<file path="config.mk">
export PLATFORM = sky130hd
export DESIGN_NAME = i2s_clkgen
export DESIGN_NICKNAME = d
export VERILOG_FILES = /design/src/rtl/i2sck_pkg.sv /design/src/rtl/i2sck_prescale.sv /design/src/rtl/i2sck_framer.sv /design/src/rtl/i2s_clkgen.sv
export SDC_FILE = /design/constraint.sdc
export NUM_CORES = 1
export LEC_CHECK = 0
export ABC_CLOCK_PERIOD_IN_PS = 4800
export BUFFER_PORTS_ARGS = -buffer_cell sky130_fd_sc_hd__buf_2
export CAP_MARGIN = 40
export CORE_ASPECT_RATIO = 0.9
export CORE_UTILIZATION = 35
export CTS_CLUSTER_DIAMETER = 80
export DETAILED_ROUTE_END_ITERATION = 8
export MAX_ROUTING_LAYER = met4
export PLACE_DENSITY = 0.62
export SLEW_MARGIN = 25
export SYNTH_ARGS = -nofsm -noshare
export SYNTH_HDL_FRONTEND = slang
export SYNTH_SLANG_ARGS = --single-unit
</file>
<file path="constraint.sdc">
create_clock -name clk_src -period 4.8 [get_ports clk_src]
set_clock_uncertainty 0.15 [all_clocks]
set_input_delay 0.96 -clock clk_src [delete_from_list [all_inputs] [get_ports clk_src]]
set_output_delay 0.96 -clock clk_src [all_outputs]
set_load 0.01 [all_outputs]
</file>
<file path="src/rtl/i2sck_pkg.sv">
package i2sck_pkg;

    parameter int unsigned PSC_DIV_W = 8;

    typedef enum logic [0:0] {
        ST_IDLE,
        ST_RUN
    } i2sck_state_e;

    // Counter command shared by the sub-blocks
    typedef enum logic [1:0] {
        CT_CLR,
        CT_START,
        CT_STEP
    } i2sck_ctl_e;

    typedef struct packed {
        logic [PSC_DIV_W-1:0] div;
        logic                 odd;
        logic                 mck_oe;
        logic                 chan_long;
        logic                 ck_pol;
    } i2sck_cfg_t;

    localparam i2sck_cfg_t CFG_RESET = '{
        div:       PSC_DIV_W'(2),
        odd:       1'b0,
        mck_oe:    1'b0,
        chan_long: 1'b0,
        ck_pol:    1'b0
    };

endpackage

</file>
<file path="src/rtl/i2sck_prescale.sv">
module i2sck_prescale
    import i2sck_pkg::*;
#(
    parameter int unsigned DIV_W = 8
) (
    input  logic             clk,
    input  logic             rst_n,
    input  i2sck_ctl_e       ctl,
    input  logic [DIV_W:0]   ratio,
    output logic             tick,
    output logic             first_half
);
    localparam int unsigned CNT_W = DIV_W + 1;

    logic [CNT_W-1:0] cnt_q;
    logic [CNT_W-1:0] cnt_d;
    logic [CNT_W-1:0] half;

    assign half = ratio >> 1;
    assign tick = (cnt_q == ratio - 1'b1);

    always_comb begin
        cnt_d = '0;
        if (ctl == CT_STEP) begin
            cnt_d = tick ? '0 : cnt_q + 1'b1;
        end
    end

    always_ff @(posedge clk or negedge rst_n) begin
        if (!rst_n) begin
            cnt_q      <= '0;
            first_half <= 1'b0;
        end else begin
            cnt_q      <= cnt_d;
            first_half <= (ctl != CT_CLR) && (cnt_d < half);
        end
    end

    // counter never reaches the ratio while stepping
    p_cnt_bound_r3: assert property (@(posedge clk) disable iff (!rst_n)
        (ctl == CT_STEP) |-> (cnt_q < ratio));

    // terminal count wraps to zero
    p_cnt_wrap_r3: assert property (@(posedge clk) disable iff (!rst_n)
        (ctl == CT_STEP && tick) |=> (cnt_q == '0));

endmodule

</file>
<file path="src/rtl/i2sck_framer.sv">
module i2sck_framer
    import i2sck_pkg::*;
#(
    parameter int unsigned SHORT_BITS = 16,
    parameter int unsigned LONG_BITS  = 32,
    parameter int unsigned MCK_RATIO  = 256
) (
    input  logic       clk,
    input  logic       rst_n,
    input  i2sck_ctl_e ctl,
    input  logic       tick,
    input  logic       mck_oe,
    input  logic       chan_long,
    output logic       ws_q,
    output logic       sub_upper
);
    localparam int unsigned R_SHORT = MCK_RATIO / (2 * SHORT_BITS);
    localparam int unsigned R_LONG  = MCK_RATIO / (2 * LONG_BITS);
    localparam int unsigned SUB_W   = $clog2(R_SHORT);
    localparam int unsigned BIT_W   = $clog2(LONG_BITS);

    logic [SUB_W-1:0] sub_q, sub_d, sub_last;
    logic [BIT_W-1:0] bit_q, bit_d, bit_last;
    logic             ws_d;
    logic             ck_end;

    assign sub_last = chan_long ? SUB_W'(R_LONG - 1) : SUB_W'(R_SHORT - 1);
    assign bit_last = chan_long ? BIT_W'(LONG_BITS - 1) : BIT_W'(SHORT_BITS - 1);

    always_comb begin
        sub_d  = sub_q;
        bit_d  = bit_q;
        ws_d   = ws_q;
        ck_end = 1'b0;
        if (ctl == CT_STEP) begin
            if (tick) begin
                if (mck_oe) begin
                    ck_end = (sub_q == sub_last);
                    sub_d  = ck_end ? '0 : sub_q + 1'b1;
                end else begin
                    ck_end = 1'b1;
                    sub_d  = '0;
                end
                if (ck_end) begin
                    if (bit_q == bit_last) begin
                        bit_d = '0;
                        ws_d  = ~ws_q;
                    end else begin
                        bit_d = bit_q + 1'b1;
                    end
                end
            end
        end else begin
            sub_d = '0;
            bit_d = '0;
            ws_d  = 1'b0;
        end
    end

    always_ff @(posedge clk or negedge rst_n) begin
        if (!rst_n) begin
            sub_q     <= '0;
            bit_q     <= '0;
            ws_q      <= 1'b0;
            sub_upper <= 1'b0;
        end else begin
            sub_q     <= sub_d;
            bit_q     <= bit_d;
            ws_q      <= ws_d;
            sub_upper <= (ctl != CT_CLR) && mck_oe && (sub_d > (sub_last >> 1));
        end
    end

    // word select only moves on a prescale tick
    p_ws_hold_r7: assert property (@(posedge clk) disable iff (!rst_n)
        (ctl == CT_STEP && !tick) |=> $stable(ws_q));

    // launch clears the frame position
    p_start_zero_r10: assert property (@(posedge clk) disable iff (!rst_n)
        (ctl == CT_START) |=> (ws_q == 1'b0 && bit_q == '0 && sub_q == '0));

endmodule

</file>
<file path="src/rtl/i2s_clkgen.sv">
module i2s_clkgen
    import i2sck_pkg::*;
(
    input  logic       clk_src,
    input  logic       rst_n,
    input  logic       i2s_en,
    input  logic [7:0] presc_div,
    input  logic       presc_odd,
    input  logic       mck_oe,
    input  logic       chan_long,
    input  logic       ck_idle_hi,
    output logic       mck_o,
    output logic       ck_o,
    output logic       ws_o
);
    localparam int unsigned DIV_W = PSC_DIV_W;

    i2sck_state_e       state_q, state_d;
    i2sck_ctl_e         ctl;
    i2sck_cfg_t         cfg_q, cfg_in;
    logic [DIV_W:0]     ratio;
    logic               tick, first_half, ws_int, sub_upper;
    logic               running, ck_base;

    always_comb begin
        cfg_in.div       = (presc_div == '0) ? DIV_W'(2) : presc_div;
        cfg_in.odd       = (presc_div == '0) ? 1'b0 : presc_odd;
        cfg_in.mck_oe    = mck_oe;
        cfg_in.chan_long = chan_long;
        cfg_in.ck_pol    = ck_idle_hi;
    end

    assign ratio = {cfg_q.div, 1'b0} + (DIV_W + 1)'(cfg_q.odd);

    // State register and shadow configuration
    always_ff @(posedge clk_src or negedge rst_n) begin
        if (!rst_n) begin
            state_q <= ST_IDLE;
            cfg_q   <= CFG_RESET;
        end else begin
            state_q <= state_d;
            if (!i2s_en) begin
                cfg_q <= cfg_in;
            end
        end
    end

    // Transitions: hold, launch, stay, halt
    always_comb begin
        state_d = state_q;
        ctl     = CT_CLR;
        unique case (state_q)
            ST_IDLE: begin
                state_d = i2s_en ? ST_RUN : ST_IDLE;
                ctl     = i2s_en ? CT_START : CT_CLR;
            end
            ST_RUN: begin
                state_d = i2s_en ? ST_RUN : ST_IDLE;
                ctl     = i2s_en ? CT_STEP : CT_CLR;
            end
            default: begin
                state_d = ST_IDLE;
                ctl     = CT_CLR;
            end
        endcase
    end

    i2sck_prescale #(.DIV_W(DIV_W)) u_presc (
        .clk        (clk_src),
        .rst_n      (rst_n),
        .ctl        (ctl),
        .ratio      (ratio),
        .tick       (tick),
        .first_half (first_half)
    );

    i2sck_framer #(.SHORT_BITS(16), .LONG_BITS(32), .MCK_RATIO(256)) u_frame (
        .clk       (clk_src),
        .rst_n     (rst_n),
        .ctl       (ctl),
        .tick      (tick),
        .mck_oe    (cfg_q.mck_oe),
        .chan_long (cfg_q.chan_long),
        .ws_q      (ws_int),
        .sub_upper (sub_upper)
    );

    // Output decode
    always_comb begin
        running = (state_q == ST_RUN);
        mck_o   = running && cfg_q.mck_oe && first_half;
        ck_base = running && (cfg_q.mck_oe ? sub_upper : !first_half);
        ck_o    = ck_base ^ cfg_q.ck_pol;
        ws_o    = ws_int;
    end

    // shadow configuration frozen while running
    p_cfg_frozen_r9: assert property (@(posedge clk_src) disable iff (!rst_n)
        (state_q == ST_RUN && i2s_en) |=> $stable(cfg_q));

    // launch lands in the run state with word select low
    p_launch_r10: assert property (@(posedge clk_src) disable iff (!rst_n)
        (state_q == ST_IDLE && i2s_en) |=> (state_q == ST_RUN && ws_o == 1'b0));

endmodule

</file>
==> impl_metrics.tcl <==
set metrics [dict create \
    status "complete, no violations" \
    grt_setup_unrepaired "no" \
    crit_type "flop to flop" \
    grt_max_degree 34 \
    power_w 0.000678 \
    dpl_worst_slack_ns 1.09 \
    dp_cells 296 \
    core_area_um2 5690 \
    diodes 0 \
    drt_iter0_markers 130 \
    clk_pin_slew_worst_paths_ns 0.07 \
    gp_congestion 0.862 \
    cts_hold_buf 0 \
    clock_latency_ns 0.29 \
    fmax_mhz 269 \
    switchingPower_w 0.000177 \
    critPathArrivalTime_ns 3.80 \
    crit_slowest_cell "dfrtp_1" \
    seq_power_share 0.456 \
    grt_pass1_wl_mm 7.27 \
    pwr-share-comb 0.135 \
    worstPathMaxFanout 9 \
    fin_cells 305 \
    rrSetupSlack_ns 1.08 \
    syn_nets 243 \
    min_period_ns 3.72 \
    synth_top_flop_cell "dfrtp_1" \
    internal_power_w 0.000501 \
    antenna_left 0 \
    startpoint "cfg_q[4]" \
    async_flop_share 1.00 \
    syn_area_um2 2070 \
    synth.avg_cell_area_um2 9.56 \
    p_clk_frac 0.409 \
    dieArea_um2 6210 \
    wl_per_cell_um 14.0 \
    netlist_instances 216 \
    ios 18 \
    path_cells "inv_1 > ha_1 > o21bai_1 > a21boi_0 > o21a_1 > o311a_2 > nand3_1 > nand2_1 > nor2_1 > ha_1 > a21o_1 > a21oi_1 > o21ai_0 > a21oi_1 > nor2b_1 > o21ai_0 > o2111a_1" \
    first_pass_iters 4 \
    swShare 0.261 \
    maxCapViolCount 0 \
    max-slew-margin-rel 0.575 \
    grt_usage 0.154 \
    areaGrowthSynthToFinish_pct 13.3 \
    ys_ff_latch 33 \
    wirelength_mm 4.28 \
    die_w_um 83.0 \
    setup_tns_ns 0 \
    vdd_drop_max_mv 0.185 \
    yosysWarningCount 0 \
    port_buffers 17 \
    powerDensity_nw_per_um2 290 \
    seq_area_frac_synth 0.400 \
    antenna_found_initial 0 \
    hold_path.class "input port to asynchronous set/reset pin" \
    initial_utilization 0.363 \
    period_share 0.776 \
    drc_errors 0 \
    cts_resized 0 \
    worstPathRequired_ns 4.88 \
    cts_tree "yes" \
    vias 1616 \
    synth-edff-count 0 \
    cts.sinks 33 \
    hold_viol 0 \
    end_kind "flop" \
    crit_path_max_incr_delay_ns 0.43 \
    cts_root_buf "clkbuf_8" \
    post-dp-hpwl_mm 3.21 \
    core.rowCount 26 \
    reg2regPathDepth 17 \
    netlist-cell-type-count 48 \
    layout-drive-gt1-share 0.183 \
    overflow 0 \
    post_cts_buffers 0 \
    worst_pin_slew_ns 0.629 \
    reg2reg_to "u_presc.first_half" \
    cts_inserted_buffers 5 \
    die_y_um 74.9 \
    fin_ws_ns 1.08 \
    r2r-start "cfg_q[4]" \
    slew_viol_final 0 \
    cts_max_level 2 \
    via_per_inst 5.30 \
    final_nets 261 \
    leakagePower_nw 1.02 \
    startpoint_type "flop" \
    cts_buffer_depth 2 \
    setup_viol 0 \
    grt_pass1_vias 1518 \
]
-- stage by stage --
step | hold slack (ns) | instance area (µm²) | util
after global routing | 0.368 | 2340 | 0.411
after detailed placement | 0.370 | 2200 | 0.387
after floorplan | 0.351 | 2070 | -
final | 0.357 | 2340 | 0.411
after CTS | 0.385 | 2320 | 0.407
after global placement | 0.359 | 2200 | 0.387
-- cell type report --
| cell class | instances | area, µm² |
|---|---|---|
| fill | 542 | 3350 |
| multi-input combinational | 163 | 1150 |
| sequential | 33 | 827 |
| timing repair buffer | 18 | 105 |
| tap | 70 | 87.6 |
| clock buffer | 7 | 86.3 |
| inverter | 13 | 48.8 |
| clock inverter | 1 | 30.0 |
-- sequential cells by signal (all words and copies together) (netlist names) --
name and flops:
u_presc.first_half 1, u_presc.cnt_q 9, u_frame.sub_q 3, u_frame.sub_upper 1, cfg_q 12, running 1
u_frame.bit_q 5, u_frame.ws_q 1
-- cell usage in the layout, fill, tap and decap left out, types with 2 or more instances in the layout --
| cell type | instances |
|---|---|
| a21o_1 | 2 |
| a21oi_1 | 13 |
| and3_1 | 3 |
| buf_2 | 17 |
| clkbuf_8 | 6 |
| dfrtp_1 | 32 |
| ha_1 | 12 |
| inv_1 | 13 |
| mux2_2 | 10 |
| nand2_1 | 15 |
| nand3_1 | 9 |
| nand4_1 | 3 |
| nor2_1 | 18 |
| nor2b_1 | 2 |
| nor3_1 | 7 |
| nor4_1 | 4 |
| o21ai_0 | 11 |
| o31ai_1 | 2 |
| or3_1 | 7 |
| xnor2_1 | 13 |
| xor2_1 | 7 |
-- how the worst max path moves through the flow --
stage | end | slack (ns) | cells past startpoint
after floorplan | u_presc.first_half | 1.38 | 18
after global placement | u_presc.first_half | 1.19 | 17
after detailed placement | u_presc.first_half | 1.09 | 17
after CTS | u_presc.first_half | 1.08 | 17
after global routing | u_presc.first_half | 0.75 | 17
final | u_presc.first_half | 1.08 | 17
-- cell families (layout without fill, tap and decap cells) --
kind of cell	count (synthesis)	count (layout)	share of synthesized area
xor gates and xnor gates	20	20	0.0848
muxes	11	11	0.0594
AOI/OAI and AO/OA	45	45	0.151
DFF	33	33	0.400
adders and majority gates	12	12	0.0727
and+or+nand+nor	75	75	0.191
buffers and inverters	20	39	0.0406
-- synth_stat cells, types with 2 or more instances --
cell type / instances / area [µm²]
a21o_1: 2 / 15.0
a21oi_1: 13 / 65.1
and3_1: 3 / 18.8
clkbuf_1: 5 / 18.8
dfrtp_1: 32 / 801
ha_1: 12 / 150
inv_1: 13 / 48.8
mux2_2: 10 / 113
nand2_1: 15 / 56.3
nand3_1: 9 / 45.0
nand4_1: 3 / 18.8
nor2_1: 18 / 67.6
nor2b_1: 2 / 12.5
nor3_1: 7 / 35.0
nor4_1: 4 / 25.0
o21ai_0: 11 / 55.1
o31ai_1: 2 / 15.0
or3_1: 7 / 43.8
xnor2_1: 13 / 114
xor2_1: 7 / 61.3
-- power by group through the flow --
stage               combinational (W)  sequential, W  clock [W]
global placement            0.0000886       0.000314          0
CTS                         0.0000906       0.000309   0.000280
detailed placement          0.0000902       0.000314          0
finish                      0.0000913       0.000309   0.000277
floorplan                   0.0000657       0.000307          0
global route                 0.000104       0.000312   0.000288
-- critical path, delay by kind of cell (launching register included) --
family,cells,cell delay [ns]
flops,1,0.43
compound gates,10,1.78
fa+ha+maj,2,0.57
buf+inv,1,0.11
simple gates,4,0.64
-- metal layers --
metal / track usage / routed length, µm / vias up
met5: - / 0 / -
met4: 0.0575 / 75 / 0
met3: 0.0263 / 162 / 6
met2: 0.245 / 1890 / 39
met1: 0.201 / 2150 / 759
li1: - / - / 812
(Power assumes the default switching activity.)
